<file path="config.mk">
export PLATFORM = sky130hd
export DESIGN_NAME = lsu_align_unit
export DESIGN_NICKNAME = d
export VERILOG_FILES = /design/src/rtl/lsu_pkg.sv /design/src/rtl/lsu_req_decode.sv /design/src/rtl/lsu_store_lanes.sv /design/src/rtl/lsu_load_merge.sv /design/src/rtl/lsu_seq_ctrl.sv /design/src/rtl/lsu_align_unit.sv
export SDC_FILE = /design/constraint.sdc
export NUM_CORES = 1
export LEC_CHECK = 0
export ABC_AREA = 1
export BUFFER_PORTS_ARGS = -buffer_cell sky130_fd_sc_hd__buf_2
export CAP_MARGIN = 20
export CELL_PAD_IN_SITES_DETAIL_PLACEMENT = 0
export CELL_PAD_IN_SITES_GLOBAL_PLACEMENT = 1
export CORE_ASPECT_RATIO = 0.7
export CORE_MARGIN = 5
export CORE_UTILIZATION = 25
export CTS_CLUSTER_SIZE = 24
export DETAILED_ROUTE_END_ITERATION = 8
export MAX_ROUTING_LAYER = met4
export PLACE_DENSITY = 0.56
export SLEW_MARGIN = 20
export SYNTH_ARGS = -nofsm -noshare
export SYNTH_HDL_FRONTEND = slang
export SYNTH_SLANG_ARGS = --single-unit
</file>
<file path="constraint.sdc">
create_clock -name clk -period 6.4 [get_ports clk]
set_input_delay 1.6 -clock clk [delete_from_list [all_inputs] [get_ports clk]]
set_output_delay 1.6 -clock clk [all_outputs]
set_load 0.02 [all_outputs]
</file>
<file path="src/rtl/lsu_pkg.sv">
// Package: shared constants, request record and size/lane helpers for the
// load/store alignment unit. Assumes a 32-bit memory word of four lanes.
package lsu_pkg;

    localparam int WORD_BYTES = 4;
    localparam int OFF_W      = 2;
    localparam int DATA_W     = 8 * WORD_BYTES;
    localparam int SPAN_BYTES = 2 * WORD_BYTES;

    typedef enum logic [1:0] {
        SZ_BYTE = 2'b00,
        SZ_HALF = 2'b01,
        SZ_WORD = 2'b10,
        SZ_WIDE = 2'b11
    } acc_size_e;

    typedef enum logic {
        ST_HEAD = 1'b0,
        ST_TAIL = 1'b1
    } seq_state_e;

    // Number of bytes for a size code; the reserved code acts as a word.
    function automatic logic [2:0] size_bytes(input logic [1:0] sz);
        case (sz)
            SZ_BYTE: size_bytes = 3'd1;
            SZ_HALF: size_bytes = 3'd2;
            default: size_bytes = 3'd4;
        endcase
    endfunction

    // Address offset held by a physical lane under the chosen byte order.
    function automatic logic [OFF_W-1:0] lane_offset(input logic [OFF_W-1:0] lane,
                                                     input logic big);
        lane_offset = big ? (OFF_W'(WORD_BYTES - 1) - lane) : lane;
    endfunction

endpackage

</file>
<file path="src/rtl/lsu_req_decode.sv">
// Module: classifies a request by its word offset and size code.
// Assumes sizes of 1, 2 or 4 bytes; the offset is the low address bits.
module lsu_req_decode
    import lsu_pkg::*;
(
    input  logic [OFF_W-1:0] offset,
    input  logic [1:0]       size,
    output logic [2:0]       nbytes,
    output logic             misaligned,
    output logic             crosses
);

    // Misalignment: offset not a multiple of the byte count; crossing: the
    // last byte lands past the end of the first word.
    always_comb begin
        nbytes     = size_bytes(size);
        misaligned = ({1'b0, offset} & (nbytes - 3'd1)) != 3'd0;
        crosses    = ({2'b00, offset} + {1'b0, nbytes}) > 4'(WORD_BYTES);
    end

endmodule

</file>
<file path="src/rtl/lsu_store_lanes.sv">
// Module: places store bytes and enables on the lanes of a two-word span.
// Word 0 is the addressed word, word 1 the next one. Also used on loads
// to report which lanes are read.
module lsu_store_lanes
    import lsu_pkg::*;
(
    input  logic [OFF_W-1:0]      offset,
    input  logic [2:0]            nbytes,
    input  logic                  big,
    input  logic [DATA_W-1:0]     wdata,
    output logic [WORD_BYTES-1:0] be_w0,
    output logic [WORD_BYTES-1:0] be_w1,
    output logic [DATA_W-1:0]     wd_w0,
    output logic [DATA_W-1:0]     wd_w1
);

    logic [SPAN_BYTES-1:0]   span_be;
    logic [8*SPAN_BYTES-1:0] span_data;

    // Map each span byte, in address order, to the store-value byte it carries.
    always_comb begin
        logic [3:0] off4;
        logic [3:0] n4;
        logic [3:0] kk;
        logic [3:0] rel;
        logic [3:0] src;
        off4      = {2'b00, offset};
        n4        = {1'b0, nbytes};
        span_be   = '0;
        span_data = '0;
        for (int k = 0; k < SPAN_BYTES; k++) begin
            kk  = 4'(k);
            rel = kk - off4;
            src = big ? (n4 - 4'd1 - rel) : rel;
            if ((kk >= off4) && (kk < off4 + n4)) begin
                span_be[k]        = 1'b1;
                span_data[8*k +: 8] = wdata[8*src[1:0] +: 8];
            end
        end
    end

    // Route span bytes onto the physical lanes of each word.
    for (genvar p = 0; p < WORD_BYTES; p++) begin : g_lane
        localparam logic [OFF_W-1:0] LANE = OFF_W'(p);
        logic [OFF_W-1:0] j;
        assign j = lane_offset(LANE, big);
        assign be_w0[p]         = span_be[{1'b0, j}];
        assign be_w1[p]         = span_be[{1'b1, j}];
        assign wd_w0[8*p +: 8]  = span_data[8*{1'b0, j} +: 8];
        assign wd_w1[8*p +: 8]  = span_data[8*{1'b1, j} +: 8];
    end

endmodule

</file>
<file path="src/rtl/lsu_load_merge.sv">
// Module: assembles a load value from the addressed word and the next
// word, then sign- or zero-extends short loads. Assumes w1 is ignored
// unless the access spans both words.
module lsu_load_merge
    import lsu_pkg::*;
(
    input  logic [DATA_W-1:0] w0,
    input  logic [DATA_W-1:0] w1,
    input  logic [OFF_W-1:0]  offset,
    input  logic [2:0]        nbytes,
    input  logic              big,
    input  logic              sext,
    output logic [DATA_W-1:0] value
);

    logic [8*SPAN_BYTES-1:0] span;

    // Gather both words into address-ordered bytes.
    for (genvar k = 0; k < SPAN_BYTES; k++) begin : g_span
        localparam logic [OFF_W-1:0] OFFS = OFF_W'(k % WORD_BYTES);
        logic [OFF_W-1:0] lane;
        assign lane = lane_offset(OFFS, big);
        if (k < WORD_BYTES) begin : g_lo
            assign span[8*k +: 8] = w0[8*lane +: 8];
        end else begin : g_hi
            assign span[8*k +: 8] = w1[8*lane +: 8];
        end
    end

    // Pick the value bytes in significance order, then fill above them.
    always_comb begin
        logic [3:0] off4;
        logic [3:0] n4;
        logic [3:0] ii;
        logic [3:0] src;
        logic       fill;
        off4  = {2'b00, offset};
        n4    = {1'b0, nbytes};
        value = '0;
        for (int i = 0; i < WORD_BYTES; i++) begin
            ii  = 4'(i);
            src = big ? (off4 + n4 - 4'd1 - ii) : (off4 + ii);
            if (ii < n4) begin
                value[8*i +: 8] = span[8*src[2:0] +: 8];
            end
        end
        case (nbytes)
            3'd1:    fill = sext & value[7];
            3'd2:    fill = sext & value[15];
            default: fill = 1'b0;
        endcase
        for (int i = 0; i < WORD_BYTES; i++) begin
            if (4'(i) >= n4) begin
                value[8*i +: 8] = {8{fill}};
            end
        end
    end

endmodule

</file>
<file path="src/rtl/lsu_seq_ctrl.sv">
// Module: sequences one request. It traps, makes a single access, or
// makes two accesses for a permissive word-crossing request. Assumes
// memory read data arrives in the access cycle.
module lsu_seq_ctrl
    import lsu_pkg::*;
(
    input  logic clk,
    input  logic rst_n,
    input  logic req_valid,
    input  logic misaligned,
    input  logic crosses,
    input  logic permissive,
    output logic in_tail,
    output logic req_ready,
    output logic mem_valid,
    output logic take_req,
    output logic finish,
    output logic resp_valid,
    output logic resp_trap
);

    seq_state_e state;
    logic       accept;
    logic       trap_now;
    logic       split_now;

    // Decode the current cycle's action from the state and the request class.
    always_comb begin
        in_tail   = (state == ST_TAIL);
        req_ready = !in_tail;
        accept    = req_ready && req_valid;
        trap_now  = accept && misaligned && !permissive;
        split_now = accept && misaligned && permissive && crosses;
        mem_valid = (accept && !trap_now) || in_tail;
        take_req  = split_now;
        finish    = (accept && !trap_now && !split_now) || in_tail;
    end

    // Advance between first and second word access.
    always_ff @(posedge clk) begin
        if (!rst_n) begin
            state <= ST_HEAD;
        end else if (split_now) begin
            state <= ST_TAIL;
        end else if (in_tail) begin
            state <= ST_HEAD;
        end
    end

    // Register the completion strobe and the trap flag.
    always_ff @(posedge clk) begin
        if (!rst_n) begin
            resp_valid <= 1'b0;
            resp_trap  <= 1'b0;
        end else begin
            resp_valid <= finish || trap_now;
            resp_trap  <= trap_now;
        end
    end

endmodule

</file>
<file path="src/rtl/lsu_align_unit.sv">
// Module: top of the load/store alignment and byte-order unit. Assumes a
// word memory with same-cycle read data and writes at the access edge.
// Each request is taken only while req_ready is high.
module lsu_align_unit
    import lsu_pkg::*;
#(
    parameter int ADDR_W = 32
) (
    input  logic                  clk,
    input  logic                  rst_n,
    input  logic                  req_valid,
    output logic                  req_ready,
    input  logic [ADDR_W-1:0]     req_addr,
    input  logic [1:0]            req_size,
    input  logic                  req_write,
    input  logic                  req_signed,
    input  logic [DATA_W-1:0]     req_wdata,
    input  logic                  cfg_big_endian,
    input  logic                  cfg_permissive,
    output logic                  mem_valid,
    output logic                  mem_write,
    output logic [ADDR_W-3:0]     mem_addr,
    output logic [WORD_BYTES-1:0] mem_be,
    output logic [DATA_W-1:0]     mem_wdata,
    input  logic [DATA_W-1:0]     mem_rdata,
    output logic                  resp_valid,
    output logic                  resp_trap,
    output logic [DATA_W-1:0]     resp_rdata
);

    localparam int WADDR_W = ADDR_W - OFF_W;
    localparam logic [WADDR_W-1:0] WA_ONE = WADDR_W'(1);

    typedef struct packed {
        logic [ADDR_W-1:0] addr;
        logic [1:0]        size;
        logic              write;
        logic              sext;
        logic [DATA_W-1:0] wdata;
        logic              big;
        logic              perm;
    } req_rec_t;

    req_rec_t          in_req;
    req_rec_t          held_req;
    req_rec_t          cur;
    logic [DATA_W-1:0] held_w0;
    logic              in_tail;
    logic              take_req;
    logic              finish;
    logic [2:0]        nbytes;
    logic              misaligned;
    logic              crosses;
    logic [3:0]        be_w0;
    logic [3:0]        be_w1;
    logic [DATA_W-1:0] wd_w0;
    logic [DATA_W-1:0] wd_w1;
    logic [DATA_W-1:0] merged;
    logic [DATA_W-1:0] first_word;

    // Pack the port request and select the record that drives this cycle.
    always_comb begin
        in_req = '{addr: req_addr, size: req_size, write: req_write,
                   sext: req_signed, wdata: req_wdata,
                   big: cfg_big_endian, perm: cfg_permissive};
        cur    = in_tail ? held_req : in_req;
    end

    lsu_req_decode i_decode (
        .offset     (cur.addr[OFF_W-1:0]),
        .size       (cur.size),
        .nbytes     (nbytes),
        .misaligned (misaligned),
        .crosses    (crosses)
    );

    lsu_seq_ctrl i_ctrl (
        .clk        (clk),
        .rst_n      (rst_n),
        .req_valid  (req_valid),
        .misaligned (misaligned),
        .crosses    (crosses),
        .permissive (cur.perm),
        .in_tail    (in_tail),
        .req_ready  (req_ready),
        .mem_valid  (mem_valid),
        .take_req   (take_req),
        .finish     (finish),
        .resp_valid (resp_valid),
        .resp_trap  (resp_trap)
    );

    lsu_store_lanes i_lanes (
        .offset (cur.addr[OFF_W-1:0]),
        .nbytes (nbytes),
        .big    (cur.big),
        .wdata  (cur.wdata),
        .be_w0  (be_w0),
        .be_w1  (be_w1),
        .wd_w0  (wd_w0),
        .wd_w1  (wd_w1)
    );

    // On the second access the held first word pairs with the live read.
    assign first_word = in_tail ? held_w0 : mem_rdata;

    lsu_load_merge i_merge (
        .w0     (first_word),
        .w1     (mem_rdata),
        .offset (cur.addr[OFF_W-1:0]),
        .nbytes (nbytes),
        .big    (cur.big),
        .sext   (cur.sext),
        .value  (merged)
    );

    // Drive the memory side for the addressed word or the following one.
    always_comb begin
        mem_write = cur.write;
        mem_addr  = in_tail ? (held_req.addr[ADDR_W-1:OFF_W] + WA_ONE)
                            : req_addr[ADDR_W-1:OFF_W];
        mem_be    = in_tail ? be_w1 : be_w0;
        mem_wdata = in_tail ? wd_w1 : wd_w0;
    end

    // Hold the request and its first read word across a split access.
    always_ff @(posedge clk) begin
        if (!rst_n) begin
            held_req <= '0;
            held_w0  <= '0;
        end else if (take_req) begin
            held_req <= in_req;
            held_w0  <= mem_rdata;
        end
    end

    // Register the load result when a non-trapping request completes.
    always_ff @(posedge clk) begin
        if (!rst_n) begin
            resp_rdata <= '0;
        end else if (finish) begin
            resp_rdata <= cur.write ? '0 : merged;
        end else if (req_valid && req_ready) begin
            resp_rdata <= '0;
        end
    end

endmodule

</file>
## Word-level counts from Yosys, hierarchy flattened

Cells that the tools add are included.

- Bits in registers: 137
- Latch bits: 0
- Memory bits (writable): 0
- ROM bits: 0
- Input port bits: 105
- Output and inout port bits: 103
- Word-level logic and storage cells: 188
- Memories: 0

- $add $sub $neg: 27
- $mul: 0
- Div/mod/pow operators: 0
- Magnitude comparators: 28
- Eq/ne operators: 3
- Shift-type cells: 28
- Mux-type cells: 67
- Bitwise operators: 3
- Reduce and logical (&&, ||, !) cells: 20

Operators with widths:

| operator | count |
|---|---|
| 32-bit by 6-bit indexed part select with 8-bit output | 16 |
| 64-bit by 7-bit indexed part select with 8-bit output | 8 |
| 64-bit by 6-bit indexed part select with 8-bit output | 4 |
| 32-bit 2-to-1 mux | 5 |
| 8-bit 2-to-1 mux | 16 |
| 40-bit 2-to-1 mux | 1 |
| 30-bit by 1-bit adder with 30-bit output, second input constant | 1 |
| 30-bit 2-to-1 mux | 1 |
| 2-bit 2-to-1 mux | 12 |
| 1-bit 2-to-1 mux | 17 |
| 1-bit binary-select mux with 2-bit select | 8 |
| 2-bit by 4-bit < comparator with 1-bit output, second input constant | 4 |
| 3-bit by 4-bit < comparator with 1-bit output, first input constant | 4 |
| 3-bit by 4-bit < comparator with 1-bit output, second input constant | 4 |
| 2-bit subtractor | 8 |
| 3-bit 2-to-1 mux | 4 |
| 1-bit logical AND | 10 |
| 3-bit by 1-bit subtractor with 3-bit output, second input constant | 3 |
| 1-bit by 4-bit < comparator with 1-bit output, first input constant | 2 |
| 2-bit by 4-bit < comparator with 1-bit output, first input constant | 2 |
| 1-bit by 2-bit subtractor with 2-bit output, first input constant | 4 |
| 2-bit subtractor, first input constant | 4 |
| 2-bit by 2-bit adder with 3-bit output, second input constant | 2 |
| 1-bit by 3-bit greater-or-equal comparator with 1-bit output, first input constant | 2 |
| other kinds (23) | 34 |

## Logic depth before layout (Yosys ltp)

Gate-level depths: netlist (run 1).

- Depth in word-level cells: 14
- Mapped depth: 24
- Gate-level depth less buffers: 21

## Cells and area by module

Synthesis (run 1) repeated with hierarchy kept, for this count alone.

- Cells, all modules: 2376
- Area, all modules: 12904.9 um^2

Modules (own cells, without submodules):

| module | instances | cells an instance | area each (um^2) | sequential area each (um^2) |
|---|---|---|---|---|
| lsu_align_unit | 1 | 1188 | 7198.2 | 2682.6 |
| lsu_load_merge | 1 | 687 | 3163.0 | 0.0 |
| lsu_store_lanes | 1 | 459 | 2265.9 | 0.0 |
| lsu_seq_ctrl | 1 | 20 | 146.4 | 60.1 |
| lsu_req_decode | 1 | 22 | 131.4 | 0.0 |

## Worst setup path after synthesis (run 1)

No wires, ideal clock.

- Path kind: in2out
- From: in req_size[0]
- To: out mem_wdata[16]
- Arrival time: 4.201 ns
- Data required time: 4.800 ns
- Path slack: 0.599 ns
- Stages: 16
- Buffers on the path: 1
- Path through: mux2i_1 -> nand2_1 -> buf_2 -> inv_1 -> ha_1 -> inv_1 -> fa_1 -> inv_1 -> nand3_1 -> nand2_1 -> inv_1 -> o21ai_0 -> inv_1 -> nor2_1 -> a21oi_1 -> a22oi_1

- Word-level cells in the longest chain between the ends: 10
- Elaborated cells on any way between the ends: 52
- Those cells by class: add/sub: 10; order compare: 8; eq/ne: 1; shift: 10; mux: 19; reduce/logical: 4

RTL lines:

| what | line | source |
|---|---|---|
| start: declaration | lsu_align_unit.sv:14 | `input logic [1:0] req_size,` |
| 40-bit 2-to-1 mux (*) | lsu_align_unit.sv:66 | `cur = in_tail ? held_req : in_req;` |
| 2-bit by 1-bit equality test with 1-bit output / 2-bit zero test (equally long branches) | lsu_pkg.sv:24 | `case (sz)` |
| 3-bit case mux with 2 select lines (*) | lsu_pkg.sv:24 |  |
| 2-bit by 1-bit subtractor with 2-bit output | lsu_store_lanes.sv:34 | `src = big ? (n4 - 4'd1 - rel) : rel;` |
| 2-bit subtractor | lsu_store_lanes.sv:34 |  |
| 2-bit 2-to-1 mux | lsu_store_lanes.sv:34 |  |
| 32-bit by 6-bit indexed part select with 8-bit output | lsu_store_lanes.sv:37 | `span_data[8*k +: 8] = wdata[8*src[1:0] +: 8];` |
| 8-bit 2-to-1 mux | lsu_store_lanes.sv:35 | `if ((kk >= off4) && (kk < off4 + n4)) begin` |
| 64-bit by 7-bit indexed part select with 8-bit output / 64-bit by 6-bit indexed part select with 8-bit output (equally long branches) | lsu_store_lanes.sv:50, lsu_store_lanes.sv:49 |  |
| 32-bit 2-to-1 mux (*) | lsu_align_unit.sv:123 | `mem_wdata = in_tail ? wd_w1 : wd_w0;` |
| end: declaration | lsu_align_unit.sv:24 | `output logic [DATA_W-1:0] mem_wdata,` |

Mark *: on every way between the ends. The rest lies on a longest branch, timed or not.

## Final worst setup path (run 1)

- From: in req_size[0]
- To: out mem_wdata[31]

Same word-level chain as after synthesis.

==> flow_summary_export.csv, run 1 <==
group,metric,value,unit
run_status,status,"finished clean",
worst_hold_path,hold_path_class,"reg2reg",
worst_setup_path,critPathMostFrequentCell,"nand2_1",
clock_tree,clk_latency,0.47,ns
floorplanning,coreArea,46330,um^2
global_routing,gr-usage-all-layers,0.2001,
worst_setup_path,crit_chain,"buf_2 > mux2i_2 > nand2_1 > inv_1 > ha_1 > inv_1 > fa_1 > ha_1 > nand3_1 > o21ai_0 > nor2_1 > buf_4 > nand2_1 > nand2_1 > o21a_1 > buf_2",
global_routing,grt_overflow,0,
worst_setup_path,critPathKind,"in2out",
logic_synthesis,post_synth_num_cell_types,44,
floorplanning,io_pins,208,
logic_synthesis,synth_area_leader_cell,"dfxtp_1",
sta,final_max_slew_viol_count,0,
floorplanning,fp.dieW,268.3,um
logic_synthesis,ys_ff_latch,137,
power,p_leak,6.205,nW
worst_setup_path,critPathBufInv,5,
worst_setup_path,crit_arrival,4.55,ns
power,ir_drop,0.1743,mV
clock_tree,cts.sinks,137,
logic_synthesis,syn_area,11670,um^2
logic_synthesis,synth_area_per_cell,5.806,um^2
final_layout,nets,2265,
worst_setup_path,worstPathRequired,4.80,ns
power,internal_power,1.897,mW
logic_synthesis,yosysMostFrequentCell,"nand2_1",
power,netSwitchingPower,1.465,mW
power,power.clock.fraction,0.309,
clock_tree,clk_pin_slew_worst_paths,0.06,ns
place,dp_hpwl,38.05,mm
floorplanning,fp.dieH,190.8,um
logic_synthesis,synth-edff-count,0,
final_layout,fillers,5303,
run,drv_cap,0,
logic_synthesis,netlist_instances,2011,
logic_synthesis,ys_warn_count,0,
global_routing,antenna_found_initial,6,
detailed_routing,drtAntennaViolNets,0,
global_routing,grt_pass1_vias,12350,
clock_tree,clockBufferDepth,2,
place,dpl_worst_slack,0.2233,ns
power,switching_share,0.4357,
logic_synthesis,synth_ff_type,"dfxtp_1",
power,power,3.361,mW
place,numPortBuffers,207,
detailed_routing,drtPass1Iterations,6,
detailed_routing,drt-initial-drc-count,1173,
sta,max_freq,162.6,MHz
sta,fin_worst_skew,0.01728,ns
detailed_routing,drcViolationCount,0,
clock_tree,cts_hold_buf,0,
clock_tree,cts_root_buffer,"clkbuf_16",
floorplanning,rows,66,
worst_setup_path,worst_path_largest_cell_delay,0.60,ns
logic_synthesis,synth-async-reset-ratio,0,
sta,rsz0062_at_grt,"no",
logic_synthesis,synth_common_cells,"674 x nand2_1, 216 x o21ai_0, 212 x nand3_1",
detailed_routing,wl_met2,20.39,mm
power,power_frac_seq,0.280,
sta,relSlewSlack,0.2903,
final_layout,multiInputGateArea,7792,um^2
final_layout,final_layout_size_suffix_gt1_frac,0.1573,
global_routing,grt_max_degree,91,
clock_tree,cts-buffers-inserted,17,
final_layout,syn2layout_area_growth,17.04,%
logic_synthesis,ys_seq_area_frac,0.2349,
clock_tree,htreeDepth,4,
logic_synthesis,synthTopCellsByArea,"dfxtp_1 23%, nand2_1 22%, o21ai_0 9.3%",
sta,setup-tns-final,0,ns
sta,fin_crit,6.149,ns
worst_setup_path,path_delay_family,"adder cells",
final_layout,fin_cells,2779,
sta,setup_viol,0,
sta,finalHoldViolCount,0,
floorplanning,die-area,51190,um^2
sta,tightest_slew,1.055,ns
detailed_routing,highest_layer,"met4",
worst_setup_path,cp-start-kind,"input pin",
sta,hold_ws,0.4632,ns
place,numPlacedInstances,2741,
logic_synthesis,yosysTopAreaCellShare,0.2349,
power,pwr-share-comb,0.411,
detailed_routing,wl_met1,26.78,mm
final_layout,seq_area,2746,um^2
detailed_routing,finalWirelength,50.40,mm
sta,setup_ws,0.2505,ns
detailed_routing,vias_per_cell,4.895,
worst_setup_path,endpoint_kind,"output port",
detailed_routing,vias,13600,
detailed_routing,wl_per_cell,18.13,um
place,gp_congestion,0.9138,
clock_tree,cts_tree,"built",
detailed_routing,wl_met3,2.838,mm
logic_synthesis,synth_nets,2128,
worst_setup_path,worstPathMaxFanout,6,
floorplanning,start_util,0.2520,
global_routing,grt_pass1_wl,76.83,mm
worst_setup_path,cp_slowest_cell,"fa_1",
sta,fin_crit_sh,0.9609,
power,p_per_area,246.0,nW/um^2
-- power groups by stage --
stage	logic (mW)	clock network [mW]	registers, mW
after global placement	1.36	0	0.960
after CTS	1.37	1.06	0.942
after global routing	1.53	1.10	0.950
final	1.38	1.04	0.942
after detailed placement	1.37	0	0.961
after floorplan	0.912	0	0.972
-- final timing paths --
| kind | start | to | slack [ns] | depth (start not counted) |
|---|---|---|---|---|
| setup / recovery | req_size[0] | mem_wdata[31] | 0.25 | 16 |
| hold reg to reg | resp_rdata[8] | resp_rdata[8] | 0.46 | 2 |
| setup reg to reg | i_ctrl.in_tail | resp_rdata[22] | 1.65 | 16 |
| hold / removal | resp_rdata[8] | resp_rdata[8] | 0.46 | 2 |
-- logic make-up (layout without fill, tap and decap cells) --
group                    after synthesis  after routing  share of synthesized area
AND/OR/NAND/NOR                     1114           1114                     0.4009
AO/OA/AOI/OAI                        452            452                     0.2039
buffers and inverters                242            392                     0.1003
flip-flops                           137            137                     0.2349
multiplexers                          31             31                    0.02754
XOR/XNOR                              23             23                    0.01886
adder cells (fa/ha/maj)               12             12                    0.01350
other                                  0              6                          0
-- through the flow --
| step | instance area, um^2 | utilization |
|---|---|---|
| 4_1_cts | 13640 | 0.2944 |
| 2_1_floorplan | 11670 | - |
| 3_5_place_dp | 13060 | 0.2820 |
| 3_3_place_gp | 13060 | 0.2820 |
| 6_report | 13660 | 0.2950 |
| 5_1_grt | 13660 | 0.2950 |
-- flip-flops by register name, indices dropped and copies added (netlist names) --
register and flops:
held_w0 32, i_ctrl.resp_valid 1, resp_rdata 32, i_ctrl.resp_trap 1, held_req 70, i_ctrl.in_tail 1
-- repair_timing --
item | 4_1_cts | 5_1_grt
setup buffers | 0 | 0
resized for setup | 0 | 3
endpoints found under the setup margin | 0 | 7
-- layout make-up --
class / instances / share of cell area
multi-input cells: 1632 / 0.5703
diodes: 6 / 0.001099
repair buffers: 248 / 0.09834
clock inverters: 14 / 0.01080
well taps: 612 / 0.05604
clock buffers: 18 / 0.03141
inverters: 112 / 0.03104
flip-flops and latches: 137 / 0.2010
-- metal layers --
layer  global-route usage  up-vias
met2               0.2720      335
met3              0.04192       37
met1               0.3067     6304
met5                    -        -
li1                     -     6927
met4              0.02894        0
-- cell usage in the layout, fill, tap and decap left out, types with 2 or more instances in the layout --
master      Yosys  routed
dfxtp_1       137     136
nor2_1        151     148
clkinvlp_4      0       2
inv_6           0       3
nand3_1       212     212
nor3_1          9       9
nand2_2        18      17
inv_1         107     107
nand2_4         3       5
a21oi_1       142     142
o22ai_1         2       2
or2_1           4       4
ha_1           11      11
a22oi_1         8       8
mux2i_2         3       4
nand3_2         4       4
o221ai_1        5       5
o21a_1          8       8
clkinv_4        0       3
diode_2         0       6
o21ai_1        50      50
xnor2_1         9       9
buf_2          39     207
xor2_1         13      13
bufinv_16       0       2
or2_2           2       2
o21ai_0       216     216
clkbuf_16       0      17
buf_4           7      41
a31oi_1         7       7
nor4_1          4       4
nand4_1        23      23
inv_2           3       2
a21o_1          2       2
nand2_1       674     673
mux2i_1        28      27
nor2_2          6       9
o21ai_2        10       9
clkinv_2        0       5
-- worst register-to-register path: cells and delay by family (launching register included) --
family          cells  cell delay (ns)
compound gates      2             0.20
buf+inv             5             2.18
flops               1             0.50
simple gates        9             1.71
Note: power is estimated with default switching activity, not from simulation.
==> run 2, diff against run 1 <==
--- a/config.mk
+++ b/config.mk
@@ -17,6 +17,7 @@
 export DETAILED_ROUTE_END_ITERATION = 8
 export MAX_ROUTING_LAYER = met4
 export PLACE_DENSITY = 0.56
+export REMOVE_ABC_BUFFERS = 1
 export SLEW_MARGIN = 20
 export SYNTH_ARGS = -nofsm -noshare
 export SYNTH_HDL_FRONTEND = slang
==> run 2 against run 1 <==
Utilization about the same. Clock-buffer cell count increased by 1. Sequential cell count unchanged. Via count decreased by 0.21%. Global-route usage decreased by 1.2 points. Sequential share of layout area about the same. Largest cell class unchanged. Largest power group unchanged.
==> flow_summary_export.csv, run 2 (synthesis results as in run 1) <==
group,metric,value,unit
worst_hold_path,holdCritStartpoint,"resp_rdata[15]",
global_routing,gr-usage-all-layers,0.1882,
sta,setup_ws,0.3137,ns
sta,relSlewSlack,0.4005,
final_layout,final_common_cell,"nand2_1",
clock_tree,cts_resized,0,
clock_tree,cts-buffers-inserted,17,
sta,final_max_slew_viol_count,0,
worst_setup_path,cp-start-kind,"input pin",
worst_setup_path,startpoint,"req_size[0]",
worst_hold_path,hold_path_class,"reg2reg",
place,dp_hpwl,34.02,mm
detailed_routing,drt-initial-drc-count,1123,
worst_hold_path,min_to,"resp_rdata[15]",
power,p_leak,6.199,nW
final_layout,nets,2261,
run,drv_cap,0,
worst_setup_path,rr_worst_depth,19,
sta,fin_crit_sh,0.9510,
floorplanning,io_pins,208,
clock_tree,cts.sinks,137,
final_layout,final_layout_size_suffix_gt1_frac,0.1545,
worst_setup_path,r2r_start,"i_ctrl.in_tail",
global_routing,grt_pass1_wl,73.73,mm
detailed_routing,vias,13570,
worst_setup_path,worstPathRequired,4.80,ns
sta,finalHoldViolCount,0,
final_layout,syn2layout_area_growth,17.20,%
detailed_routing,drcViolationCount,0,
global_routing,grt_max_degree,72,
worst_hold_path,hold_depth,2,
clock_tree,cts_root_buffer,"clkbuf_16",
detailed_routing,drtAntennaViolNets,0,
power,power,3.326,mW
floorplanning,rows,66,
sta,setup-tns-final,0,ns
clock_tree,clk_latency,0.46,ns
final_layout,largest_register,"held_req",
floorplanning,die-area,51190,um^2
detailed_routing,wl_per_cell,17.30,um
global_routing,antenna_found_initial,6,
worst_setup_path,endpoint_kind,"output port",
final_layout,final_cell_mix,"673 x nand2_1, 216 x o21ai_0, 212 x nand3_1",
worst_setup_path,critPathKind,"in2out",
clock_tree,clk_pin_slew_worst_paths,0.06,ns
worst_setup_path,reg2reg_slack,1.72,ns
worst_setup_path,reg2reg_to,"resp_rdata[31]",
run_status,status,"finished clean",
final_layout,top_regs,"held_req: 70 flops, held_w0: 32 flops, resp_rdata: 32 flops",
worst_setup_path,worstPathMaxFanout,7,
place,numPortBuffers,207,
sta,fin_crit,6.086,ns
final_layout,fin_area,13680,um^2
place,dpl_worst_slack,0.3361,ns
global_routing,grt_pass1_vias,12550,
floorplanning,fp.dieW,268.3,um
detailed_routing,drtPass1Iterations,7,
sta,rsz0062_at_grt,"no",
global_routing,grt_overflow,0,
place,numPlacedInstances,2737,
power,p_per_area,243.0,nW/um^2
sta,setup_viol,0,
clock_tree,post_cts_buffers,0,
place,postPlaceCellArea,13060,um^2
final_layout,largest_reg_flops,70,
clock_tree,cts_tree,"built",
clock_tree,htreeDepth,4,
detailed_routing,vias_per_cell,4.893,
place,gp_congestion,0.8656,
clock_tree,cts_hold_buf,0,
final_layout,fin_cells,2774,
floorplanning,coreArea,46330,um^2
floorplanning,fp.dieH,190.8,um
detailed_routing,finalWirelength,47.98,mm
sta,tightest_slew,0.8971,ns
sta,fin_worst_skew,0.01092,ns
worst_setup_path,crit_arrival,4.49,ns
clock_tree,clockBufferDepth,2,
sta,max_freq,164.3,MHz
floorplanning,start_util,0.2520,
power,ir_drop,0.1631,mV
==> run 2: changes by cell type in the layout (fill, tap and decap cells not counted), moves of 2 or more <==
| cell | delta |
|---|---|
| nor2_1 | +2 |
| inv_6 | -3 |
| buf_12 | +2 |
| buf_4 | -6 |
| nor2_2 | -3 |
| clkinv_2 | -2 |
==> run 2: final cells by class <==
class,count,area [um^2]
clock buffers,19,442.9
clock inverters,11,148.9
inverters,112,424.2
diodes,7,17.52
well taps,612,765.7
repair buffers,244,1339
multi-input cells,1632,7799
flip-flops and latches,137,2746
fillers,5202,32640
==> run 2: power breakdown <==
| part | leakage, nW | internal (mW) | total [mW] | switching (mW) |
|---|---|---|---|---|
| registers | 1.11 | 0.907 | 0.942 | 0.0351 |
| clock network | 0.289 | 0.619 | 1.05 | 0.433 |
| logic | 4.80 | 0.408 | 1.33 | 0.924 |
==> run 2: layer usage <==
layer  global-route usage  wire length, um  up-vias
li1                     -                -     6934
met1               0.2729            24720     6244
met2               0.2657            20010      353
met3              0.04231             2588       43
met4              0.04174              669        0
met5                    -                0        -
==> run 2: metrics by stage <==
step | util | hold slack [ns]
finish | 0.2954 | 0.4630
global placement | 0.2820 | 0.4543
floorplan | - | 0.4354
global route | 0.2953 | 0.4806
CTS | 0.2948 | 0.4651
detailed placement | 0.2820 | 0.4561
==> run 2: worst max path at each step <==
stage,to,cells past startpoint
after floorplan,held_w0[0],14
after global placement,mem_wdata[13],20
after detailed placement,mem_wdata[13],20
after CTS,mem_wdata[13],20
after global routing,mem_wdata[19],18
final,mem_wdata[19],18
==> run 2: worst max-delay path: stages <==
cell,delay (ns)
buf_2,0.12
mux2i_1,0.24
nand2_1,0.11
inv_1,0.11
ha_1,0.19
inv_1,0.08
fa_1,0.42
inv_1,0.10
nand3_1,0.14
nand2_1,0.15
inv_1,0.06
o21ai_0,0.13
inv_1,0.08
nor2_1,0.22
buf_4,0.22
a21oi_1,0.09
a22oi_1,0.22
buf_2,0.20
